$ cat config.mk
export PLATFORM = sky130hd
export DESIGN_NAME = wpg_guard
export DESIGN_NICKNAME = d
export VERILOG_FILES = /design/src/rtl/wpg_pkg.sv /design/src/rtl/wpg_addr_dec.sv /design/src/rtl/wpg_policy.sv /design/src/rtl/wpg_state.sv /design/src/rtl/wpg_guard.sv
export SDC_FILE = /design/constraint.sdc
export NUM_CORES = 1
export LEC_CHECK = 0
export BUFFER_PORTS_ARGS = -buffer_cell sky130_fd_sc_hd__buf_4
export CAP_MARGIN = 25
export CORE_AREA = 2 2 39 41
export DETAILED_ROUTE_END_ITERATION = 10
export DIE_AREA = 0 0 41 43
export GPL_ROUTABILITY_DRIVEN = 0
export GPL_TIMING_DRIVEN = 0
export PLACE_DENSITY = 0.64
export SETUP_SLACK_MARGIN = 0.5
export SKIP_LAST_GASP = 1
export SLEW_MARGIN = 5
export SYNTH_ARGS = -nofsm -noshare
export SYNTH_HDL_FRONTEND = slang
export SYNTH_SLANG_ARGS = --single-unit
$ cat constraint.sdc
create_clock -name clk -period 4.03 [get_ports clk]
set_input_delay 0.2015 -clock clk [delete_from_list [all_inputs] [get_ports clk]]
set_output_delay 0.2015 -clock clk [all_outputs]
set_load 0.02 [all_outputs]
$ cat src/rtl/wpg_pkg.sv
package wpg_pkg;
  localparam int WEL_BIT  = 1;
  localparam int BP_LO    = 3;
  localparam int WPEN_BIT = 7;

  typedef enum logic [1:0] {
    ACC_ARRAY = 2'd0,
    ACC_REG   = 2'd1,
    ACC_VOID  = 2'd2
  } acc_e;

  typedef struct packed {
    logic       wpen;
    logic [1:0] bp;
    logic       wel;
  } wpr_t;
endpackage

$ cat src/rtl/wpg_addr_dec.sv
module wpg_addr_dec
  import wpg_pkg::*;
#(
  parameter int AW     = 13,
  parameter int BUS_AW = 16
) (
  input  logic [BUS_AW-1:0] addr,
  input  logic [1:0]        bp,
  output acc_e              kind,
  output logic              locked
);
  localparam int HI_W = BUS_AW - AW;

  logic in_array;
  assign in_array = (addr[BUS_AW-1:AW] == {HI_W{1'b0}});

  always_comb begin
    if (&addr)         kind = ACC_REG;
    else if (in_array) kind = ACC_ARRAY;
    else               kind = ACC_VOID;
  end

  // lock region always grows downward from the top of the array
  always_comb begin
    unique case (bp)
      2'b00:   locked = 1'b0;
      2'b01:   locked = &addr[AW-1:AW-2];
      2'b10:   locked = addr[AW-1];
      default: locked = 1'b1;
    endcase
  end
endmodule

$ cat src/rtl/wpg_policy.sv
module wpg_policy
  import wpg_pkg::*;
#(
  parameter int DW = 8
) (
  input  logic          req,
  input  acc_e          kind,
  input  logic          locked,
  input  wpr_t          cur,
  input  logic          wp_pin,
  input  logic [DW-1:0] data,
  output logic          permit_d,
  output logic          block_d,
  output logic          latch_ld,
  output logic          nv_ld,
  output wpr_t          nv_val
);
  logic hw_lock;
  assign hw_lock = cur.wpen & wp_pin;

  always_comb begin
    permit_d = 1'b0;
    block_d  = 1'b0;
    latch_ld = 1'b0;
    nv_ld    = 1'b0;
    nv_val   = '{wpen: data[WPEN_BIT], bp: data[BP_LO+1:BP_LO], wel: data[WEL_BIT]};
    if (req) begin
      unique case (kind)
        ACC_ARRAY: begin
          permit_d = cur.wel & ~locked;
          block_d  = ~(cur.wel & ~locked);
        end
        ACC_REG: begin
          if (!cur.wel)     latch_ld = 1'b1;
          else if (hw_lock) block_d  = 1'b1;
          else              nv_ld    = 1'b1;
        end
        default: block_d = 1'b1;
      endcase
    end
  end
endmodule

$ cat src/rtl/wpg_state.sv
module wpg_state
  import wpg_pkg::*;
(
  input  logic clk,
  input  logic rst_n,
  input  logic permit_d,
  input  logic block_d,
  input  logic latch_ld,
  input  logic nv_ld,
  input  wpr_t nv_val,
  output wpr_t cur,
  output logic permit_q,
  output logic block_q
);
  logic       wel_q, wel_d;
  logic       wpen_q;
  logic [1:0] bp_q;

  always_comb begin
    wel_d = wel_q;
    if (nv_ld || permit_d) wel_d = 1'b0;
    else if (latch_ld)     wel_d = nv_val.wel;
  end

  // volatile state: cleared by power-on reset
  always_ff @(posedge clk or negedge rst_n) begin
    if (!rst_n) begin
      wel_q    <= 1'b0;
      permit_q <= 1'b0;
      block_q  <= 1'b0;
    end else begin
      wel_q    <= wel_d;
      permit_q <= permit_d;
      block_q  <= block_d;
    end
  end

  // nonvolatile cells: untouched by reset, written only on enable
  always_ff @(posedge clk) begin
    if (nv_ld) begin
      wpen_q <= nv_val.wpen;
      bp_q   <= nv_val.bp;
    end
  end

  assign cur = '{wpen: wpen_q, bp: bp_q, wel: wel_q};
endmodule

$ cat src/rtl/wpg_guard.sv
module wpg_guard
  import wpg_pkg::*;
#(
  parameter int AW     = 13,
  parameter int BUS_AW = 16,
  parameter int DW     = 8
) (
  input  logic              clk,
  input  logic              rst_n,
  input  logic              wr_req,
  input  logic [BUS_AW-1:0] wr_addr,
  input  logic [DW-1:0]     wr_data,
  input  logic              wp_pin,
  output logic              wr_permit,
  output logic              wr_blocked,
  output logic [DW-1:0]     wpr_q
);
  acc_e kind;
  logic locked, permit_d, block_d, latch_ld, nv_ld;
  wpr_t cur, nv_val;

  wpg_addr_dec #(.AW(AW), .BUS_AW(BUS_AW)) dec_i (
    .addr(wr_addr), .bp(cur.bp), .kind(kind), .locked(locked)
  );

  wpg_policy #(.DW(DW)) pol_i (
    .req(wr_req), .kind(kind), .locked(locked), .cur(cur), .wp_pin(wp_pin),
    .data(wr_data), .permit_d(permit_d), .block_d(block_d),
    .latch_ld(latch_ld), .nv_ld(nv_ld), .nv_val(nv_val)
  );

  wpg_state st_i (
    .clk(clk), .rst_n(rst_n), .permit_d(permit_d), .block_d(block_d),
    .latch_ld(latch_ld), .nv_ld(nv_ld), .nv_val(nv_val), .cur(cur),
    .permit_q(wr_permit), .block_q(wr_blocked)
  );

  always_comb begin
    wpr_q                   = '0;
    wpr_q[WEL_BIT]          = cur.wel;
    wpr_q[BP_LO+1:BP_LO]    = cur.bp;
    wpr_q[WPEN_BIT]         = cur.wpen;
  end
endmodule

==> impl.org, run 1 <==
** Outcome
- Result of the run :: finished, final reports clean

** Placement
- Before CTS, the worst setup slack after placement is between 2000 and 2500 ps.
- Number of port buffers :: 29
- Counting tap cells, the placed design contains a total of 80 instances.

** Synthesis
- Parity-gate share of the synthesized area counting xor and xnor cells :: 0%
- For this run, the number of Yosys warnings is 0.
- Most instantiated flip-flop cell in the synthesis netlist :: sky130_fd_sc_hd__edfxtp_1
- Dominant combinational cell family by area after synthesis :: simple AND/OR/NAND/NOR gates
- Syn Std Cell Area :: 339 µm²
- Area fraction in compound gates after synthesis :: about an eighth
- Dominant cell by count in the synthesized netlist :: sky130_fd_sc_hd__buf_4
- Area fraction in and, or, nand and nor cells after synthesis :: roughly 22%
- Yosys mapped the design onto 17 distinct sky130hd cell types.
- Synth Area per Inst :: ~11 µm²
- The share of synthesized area in the top cell type comes to about a quarter.
- Summing the areas of all fa, ha and maj instances in the mapped netlist gives 0% of the synthesized area.
- Number of synthesized register bits :: 6
- Summed over all instances, the cell type with the most area after synthesis is sky130_fd_sc_hd__edfxtp_1.
- Most area-consuming cells after synthesis :: sky130_fd_sc_hd__edfxtp_1, sky130_fd_sc_hd__dfrtp_1, sky130_fd_sc_hd__buf_4
- Gate count after technology mapping :: 32
- Most used standard cells in the synthesized netlist :: sky130_fd_sc_hd__buf_4, sky130_fd_sc_hd__nand4_1, sky130_fd_sc_hd__dfrtp_1, sky130_fd_sc_hd__edfxtp_1
- Multiplexer cells account for 0% of the synthesized area.
- Counting flops with a built-in enable in the synthesized netlist gives 3.
- Sequential share of the synthesized area :: between 40% and 50%
- Counting flops with an async set or reset pin after synthesis yields a share of ~50%.

** Power and ir drop
- Leak pwr :: around 0.32 nW
- For this design the total switching power over the nets is 0.0000416 W.
- Per report_power, the combinational group accounts for ~25% of the total.
- VDD sags by at most around 0.00014 V.
- Post-route total power :: 0.000174 W
- Net switching is roughly a quarter of the power.
- Share of power burned in the clock network :: around a third
- Cell internal power was estimated by the tool at 0.000132 W.
- Power spread over the standard cell area amounts to ~280 nW/µm².
- Reg power frac :: around two fifths

** CTS
- Max clock buf depth :: 2
- Number of gates resized after cts :: 0
- TritonCTS clock tree :: yes
- For this design, the sink count on the clock tree is 6.
- The number of setup buffers added after CTS is 0.
- Insertion delay of the later-clocked pin in the worst-skew pair :: between 200 and 250 ps
- Count of hold-fix buffers inserted at cts :: 1
- H-tree levels :: 1
- Clock buffers created by TritonCTS :: 3
- Worst-path clk slew :: 50 ps
- Root Buffer :: sky130_fd_sc_hd__clkbuf_4

** Critical path
- Critical-path cell list :: or4b_1, a221oi_2, a21oi_1, a21o_1
- The largest single stage delay on the critical path is 460 ps.
- STA classifies the critical path endpoint as a flop.
- For this design, the slowest cell found on the critical path is sky130_fd_sc_hd__or4b_1.
- The critical path in this run is classified as reg -> reg.
- Data arrival time of the critical path :: 1660 ps
- Crit start category :: flop
- Along the worst path, the maximum fanout reaches 4.
- STA puts the critical path data required time at approximately 4200 ps.

** STA
- Transition time of the tightest slew-check pin :: 513 ps
- Dividing the final minimum period by the clock period gives 37.9%.
- Final TNS setup :: 0 ps
- Clk_skew :: between 3 and 4 ps
- The final hold violation count came to 0.
- Normalized max-slew margin :: about 66%
- The worst path meets setup with between 2000 and 3000 ps of slack.
- Static timing analysis puts the maximum clock frequency at ~650 MHz.
- The number of max-slew violations in the final report came to 0.
- Setup repair after global routing left no endpoint under its margin.
- Setup violators final :: 0
- On the final layout, the worst hold slack is between 100 and 150 ps.
- Time the final worst path needs with I/O delays and setup :: around 1500 ps

** Routing
- Dividing the detail-routed wire length by the instance count gives between 9 and 10 µm.
- Total number of vias :: 358
- The first detailed-routing pass took 4 iterations.
- Dividing the detail-routed via count by the number of cells gives roughly 4.2.
- Initial drt markers :: 3
- After detailed routing, the number of remaining DRC violations is 0.
- The detail route stage leaves a number of antenna-violating nets equal to 0.
- Routed wire length :: approximately 810 µm

** Layout
- Final Instance Count excl. Fillers :: 85
- Relative to the synthesized area, the layout overhead comes to 84.1%.
- Final Net Count :: 98
- # fillers :: about 150
- Antenna diode count :: 0
- Cells with a size suffix above 1 make up 58.0% of the layout.

** Job
- Reported max-cap violation count :: 0

** Floorplan
- For this design the top-level I/O count stands at 38.
- Horizontal extent of the die :: slightly above 40 µm
- Effective utilization at floorplan :: ~25%
- In this run the core area contains 14 standard-cell rows.
- The core region is between 1000 and 1500 µm².
- Floorplan die area :: ~1800 µm²
- Chip Height :: 43 µm

** Global routing
- For this run, global-route usage on met2 was measured as about 16%.
- After global routing, the most crowded layer is met2.
- The number of global-route vias before repair was about 330.
- Global routing usage on met3 :: 5.24%
- For met1 alone, demand over resource in global routing was around a tenth.
- Entering global routing, the biggest net connects 6 pins.
- Global routing consumed, over all layers together, 10.2% of the routing resources.
- Number of antenna violations at the first check in global routing :: 0
- Congestion Overflow GR :: 0
- First-pass GRT wire length :: 1.16 mm

** Min path
- Worst min path class :: in -> reg
## metrics by stage
| step | utilization, % | cell area (µm²) |
|---|---|---|
| after floorplan | - | 350 |
| after global placement | 42.5 | 588 |
| after detailed placement | 42.5 | 588 |
| after CTS | 45.1 | 624 |
| after global routing | 45.1 | 624 |
| final | 45.1 | 624 |
## metal layers
layer  part of all wire (%)  vias up  wire (µm)
met3                     20        0        162
met1                     32      148        261
met4                      0        0          0
li1                       -      183          -
met5                      0        -          0
met2                     48       27        385
## final cells by class
class                           count  area (µm²)  share of cell area (%)
Inverter                            2        7.51                    1.20
Multi-Input combinational cell     21         133                    21.2
Timing Repair Buffer               30         228                    36.5
Clock buffer                        4        26.3                    4.21
Sequential cell                     6         165                    26.5
Buffer                              6        45.0                    7.21
Tap cell                           16        20.0                    3.21
## worst max-delay path, delay by kind of cell (launching register included)
family	cells	cell delay [ps]
AND/OR/NAND/NOR	1	460
AO/OA/AOI/OAI	3	560
flip-flops	1	390
## power groups by stage
| stage | clock network, W | registers [W] | logic [W] |
|---|---|---|---|
| after global routing | 0.0000666 | 0.0000704 | 0.0000482 |
| after detailed placement | 0 | 0.0000710 | 0.0000436 |
| after CTS | 0.0000626 | 0.0000699 | 0.0000446 |
| final | 0.0000594 | 0.0000701 | 0.0000441 |
| after global placement | 0 | 0.0000708 | 0.0000429 |
| after floorplan | 0 | 0.0000711 | 0.0000188 |
## sequential cells by signal, summed over array words and instances, names as in the netlist
name and count:
st_i.wpen_q 1, st_i.block_q 1, st_i.wel_q 1, st_i.bp_q 2, st_i.permit_q 1
## kinds of logic (layout without fill, tap and decap cells)
kind of cell	count (synthesis)	in the layout
AO/OA/AOI/OAI	5	5
buffers and inverters	8	42
flip-flops	6	6
other	1	4
AND/OR/NAND/NOR	12	12
## cells in the final DEF, fill, tap and decap left out, drive strengths merged, types with 2 or more instances in the layout
cell type | netlist | layout
conb | 1 | 4
a21o | 2 | 2
dfrtp | 3 | 3
nand4 | 4 | 4
clkbuf | 0 | 4
edfxtp | 3 | 3
nand3 | 2 | 2
buf | 6 | 35
inv | 2 | 2
## worst paths after layout
path / startpoint / to / slack, ps / cells after the start
worst max-delay path: st_i.wel_q / st_i.wel_q / 2500 / 4
worst min-delay path: wr_data[7] / st_i.wpen_q / 130 / 1
worst max register to register: st_i.wel_q / st_i.wel_q / 2500 / 4
worst min register to register: st_i.wel_q / st_i.block_q / 610 / 2
max in group asynchronous: rst_n / st_i.permit_q / 3650 / 2
min in group asynchronous: rst_n / st_i.wel_q / 280 / 2
Note: power is estimated with default switching activity, not from simulation.
==> run 2, diff against run 1 <==
--- a/config.mk
+++ b/config.mk
@@ -5,14 +5,14 @@
 export SDC_FILE = /design/constraint.sdc
 export NUM_CORES = 1
 export LEC_CHECK = 0
+export ABC_AREA = 1
 export BUFFER_PORTS_ARGS = -buffer_cell sky130_fd_sc_hd__buf_4
 export CAP_MARGIN = 25
-export CORE_AREA = 2 2 39 41
+export CORE_UTILIZATION = 31
 export DETAILED_ROUTE_END_ITERATION = 10
-export DIE_AREA = 0 0 41 43
 export GPL_ROUTABILITY_DRIVEN = 0
 export GPL_TIMING_DRIVEN = 0
-export PLACE_DENSITY = 0.64
+export PLACE_DENSITY = 0.72
 export SETUP_SLACK_MARGIN = 0.5
 export SKIP_LAST_GASP = 1
 export SLEW_MARGIN = 5
==> constraint.sdc (replaced) <==
create_clock -name clk -period 1.4 [get_ports clk]
set_input_delay 0.07 -clock clk [delete_from_list [all_inputs] [get_ports clk]]
set_output_delay 0.07 -clock clk [all_outputs]
set_load 0.02 [all_outputs]
==> run 2 against run 1 <==
  * Critical path depth fell by 1
  * Register-to-register slack worse by 2200 ps
  * Sequential share of layout area decreased by 5.2 points
  * Fmax up 45%
  * Sequential power grew to 2.7 times the previous value
  * Die area decreased by 14%
  * Global-route usage rose by 9.3 points
  * Critical endpoint is now st_i.wpen_q
  * Via count is 47% higher
  * Highest routed layer is now met4
==> impl.org, run 2 <==
** Synthesis
- The leading register cell type out of synthesis is sky130_fd_sc_hd__edfxtp_1 (unchanged).
- Most area-consuming cells after synthesis :: sky130_fd_sc_hd__nand2_1, sky130_fd_sc_hd__edfxtp_1, sky130_fd_sc_hd__dfrtp_1 (was sky130_fd_sc_hd__edfxtp_1, sky130_fd_sc_hd__dfrtp_1, sky130_fd_sc_hd__buf_4)
- Number of warnings reported in the yosys synthesis log :: 0 (unchanged)
- The post-synth design cell area is 420 µm² (was 339 µm²).
- Most used standard cells in the synthesized netlist :: sky130_fd_sc_hd__nand2_1, sky130_fd_sc_hd__nor2_1, sky130_fd_sc_hd__buf_4 (was sky130_fd_sc_hd__buf_4, sky130_fd_sc_hd__nand4_1, sky130_fd_sc_hd__dfrtp_1, sky130_fd_sc_hd__edfxtp_1)
- EDFF count, synth :: 3 (unchanged)
- Dominant cell by count in the synthesized netlist :: sky130_fd_sc_hd__nand2_1 (was sky130_fd_sc_hd__buf_4)
- Sequential share of the synthesized area :: 39.3% (was 48.7%)
- Gate count after technology mapping :: 63 (was 32)
- The count of different cell masters after synthesis was 13 (was 17).
- Asr flop ratio synth :: 50.0% (unchanged)
- The synthesized flop and latch total was 6 (unchanged).
- Leading area contributor after synthesis :: sky130_fd_sc_hd__nand2_1 (was sky130_fd_sc_hd__edfxtp_1)
- The mean cell area of the mapped netlist came to 6.67 µm² (was 10.6 µm²).
- Area share of the leading cell type in the synthesized netlist :: 22.3% (was 26.6%)

** Power and ir drop
- The leakage power of the design was 0.408 nW (was 0.316 nW).
- The post-route total power came to 0.000475 W (was 0.000174 W).
- P per Cell Area :: 611 nW/µm² (was 278 nW/µm²)
- VDD IR max :: 0.000458 V (was 0.000144 V)

** Floorplan
- The horizontal extent of the die is 38.8 µm (was 41 µm).
- The starting density of the core came to 35.4% (was 24.5%).
- The number of rows created at floorplan was 12 (was 14).
- Number of top-level design ports :: 38 (unchanged)
- The area enclosed by the die boundary was 1510 µm² (was 1760 µm²).
- The vertical die dimension was 38.8 µm (was 43 µm).
- Total core area :: 1190 µm² (was 1380 µm²)

** Global routing
- Number of antenna violations at the first check in global routing :: 0 (unchanged)
- The maximum number of pins on one net before global-route repair was 5 (was 6).
- The number of global-route vias before repair was 501 (was 329).
- The global-route wire length before repair is 1.86 mm (was 1.16 mm).
- Congestion Overflow GR :: 0 (unchanged)
- Tot GR Track Use :: 19.5% (was 10.2%)

** Critical path
- CP Data Required Time :: 1370 ps (was 4160 ps)
- Data arrival time of the critical path :: 1010 ps (was 1660 ps)
- Crit start category :: flop (unchanged)
- The sort of element at the end of the critical path was a flop (unchanged).
- Maximum fanout along the worst path :: 3 (was 4)
- Kind of critical path :: reg -> reg (unchanged)
- Path depth of the worst reg2reg path :: 3 (was 4)

** Routing
- # DRC :: 0 (unchanged)
- The final antenna-violating net count came to 0 (unchanged).
- Routed wire per std cell :: 10.1 µm (was 9.52 µm)
- The sum of routed wire length over all layers came to 1.22 mm (was 809 µm).
- The number of DRC markers after the initial detailed-route iteration was 10 (was 3).
- The via total after detailed routing is 525 (was 358).
- M1 WL :: 438 µm (was 261 µm)
- The number of detailed-route iterations in the first pass came to 4 (unchanged).
- Metal2 WL :: 701 µm (was 385 µm)
- Top routing layer in use :: met4 (was met3)
- Met3 routed wirelength :: 68 µm (was 162 µm)
- Via density per instance :: 4.38 (was 4.21)

** STA
- Number of hold violations in the final report :: 0 (unchanged)
- The post-layout worst setup margin was 350 ps (was 2500 ps).
- Final TNS setup :: 0 ps (unchanged)
- The maximum frequency from static timing analysis is 953 MHz (was 655 MHz).
- Setup violators final :: 0 (unchanged)
- Unrepaired setup endpoints after global routing: true (was false).
- The share of the cycle needed by the critical path after routing is 75.0% (was 37.9%).
- The largest clock skew in the final design is 4.66 ps (was 3.52 ps).
- The number of max-slew violations in the final report came to 0 (unchanged).
- Time the final worst path needs with I/O delays and setup :: 1050 ps (was 1530 ps)

** Job
- The count of max-cap constraint violations is 0 (unchanged).

** CTS
- The number of clock sinks seen by CTS came to 6 (unchanged).
- Max clock buf depth :: 2 (unchanged)
- Worst-path clk slew :: 50 ps (about the same)
- The number of clock buffers inserted by TritonCTS was 3 (unchanged).
- Root Buffer :: sky130_fd_sc_hd__clkbuf_4 (unchanged)
- TritonCTS clock tree :: yes (unchanged)
- Insertion delay of the later-clocked pin in the worst-skew pair :: 250 ps (was 240 ps)
- The number of H-tree branching levels was 1 (unchanged).

** Layout
- Commonest cells after routing, fill and taps aside :: sky130_fd_sc_hd__buf_4, sky130_fd_sc_hd__nand2_1, sky130_fd_sc_hd__nor2_1 (was sky130_fd_sc_hd__buf_4, sky130_fd_sc_hd__nand4_1, sky130_fd_sc_hd__conb_1)
- The area used by multi-input combinational logic came to 213 µm² (was 133 µm²).
- The number of inserted diodes is 0 (unchanged).
- The most common cell after layout, fill and taps aside is sky130_fd_sc_hd__buf_4 (unchanged).
- # fillers :: 120 (was 147)
- The area overhead of the layout relative to synthesis was 84.8% (was 84.1%).
- Layout cells sized above 1 :: 44.3% (was 58.0%)
- Flip-flop count of the largest register after layout :: 2 (unchanged)
- Register area :: 165 µm² (unchanged)
- Final Net Count :: 135 (was 98)
- The most flop-heavy register was st_i.bp_q (unchanged).

** Placement
- Number of port buffers :: 29 (unchanged)
- Detailed-placement wirelength estimate :: around 880 µm
- The worst setup slack before clock tree synthesis was 324 ps (was 2400 ps).

** Outcome
- Result of the run: finished, final reports clean (unchanged).

** Min path
- The class of the tightest hold or removal check is in -> reg (unchanged).
- The number of instances on the worst hold path came to 3 (was 1).
[run 2: cell count changes in the layout (fill, tap and decap cells not counted), moves of 3 or more]
cell                            change
sky130_fd_sc_hd__buf_6              +4
sky130_fd_sc_hd__nand4_1            -4
sky130_fd_sc_hd__nor2_1             +9
sky130_fd_sc_hd__dlygate4sd3_1      +3
sky130_fd_sc_hd__nand2_1           +24
[run 2: final timing paths]
path | start | endpoint | slack (ps)
setup / recovery | st_i.wpen_q | st_i.wpen_q | 350
hold / removal | wr_req | st_i.block_q | 90
setup reg to reg | st_i.wpen_q | st_i.wpen_q | 350
hold reg to reg | st_i.wpen_q | st_i.block_q | 640
max in group asynchronous | rst_n | st_i.wel_q | 1140
min in group asynchronous | rst_n | st_i.block_q | 160
[run 2: cell families after synthesis]
group / count (synthesis) / synth area share (%)
and+or+nand+nor: 42 / 40.8
buffers and inverters: 10 / 14.3
DFF: 6 / 39.3
AOI/OAI and AO/OA: 4 / 4.76
other: 1 / 0.892
[run 2: routing by layer]
layer | global-route usage, % | vias to the layer above
li1 | - | 272
met1 | 16.0 | 232
met2 | 39.6 | 19
met3 | 9.25 | 2
met4 | 5.17 | 0
met5 | 0 | -
[run 2: area by class of cell]
cell class	count	area share (%)
Timing Repair Buffer	36	37.5
Multi-Input combinational cell	50	27.4
Sequential cell	6	21.3
Buffer	6	6.28
Clock buffer	4	3.38
Tap cell	14	2.25
Inverter	4	1.93
[run 2: per-stage QoR]
step	cells	hold WS (ps)	instance area, µm²	utilization [%]
detailed placement	109	-136	671	56.5
global route	120	98.4	777	65.5
floorplan	66	-226	435	-
finish	120	92.4	777	65.5
global placement	109	-141	671	56.5
CTS	119	83.1	763	64.3
[run 2: worst max-delay path, cell delays in order (launching register included)]
cell and delay [ps]:
sky130_fd_sc_hd__edfxtp_1 420, sky130_fd_sc_hd__a21oi_2 150, sky130_fd_sc_hd__nand3_2 100, sky130_fd_sc_hd__inv_2 90
[run 2: what timing repair did]
action                     4_1_cts  5_1_grt
resized for setup                3        3
setup buffers                    2        1
hold buffers                     4        0
hold endpoints to repair         6        0
setup endpoints to repair        9       10
[run 2: where the power goes]
group          total, W  leakage, nW  internal [W]  switching, W
clock network  0.000175       0.0150      0.000108     0.0000668
logic          0.000112        0.326     0.0000657     0.0000465
registers      0.000188       0.0666      0.000187   0.000000352
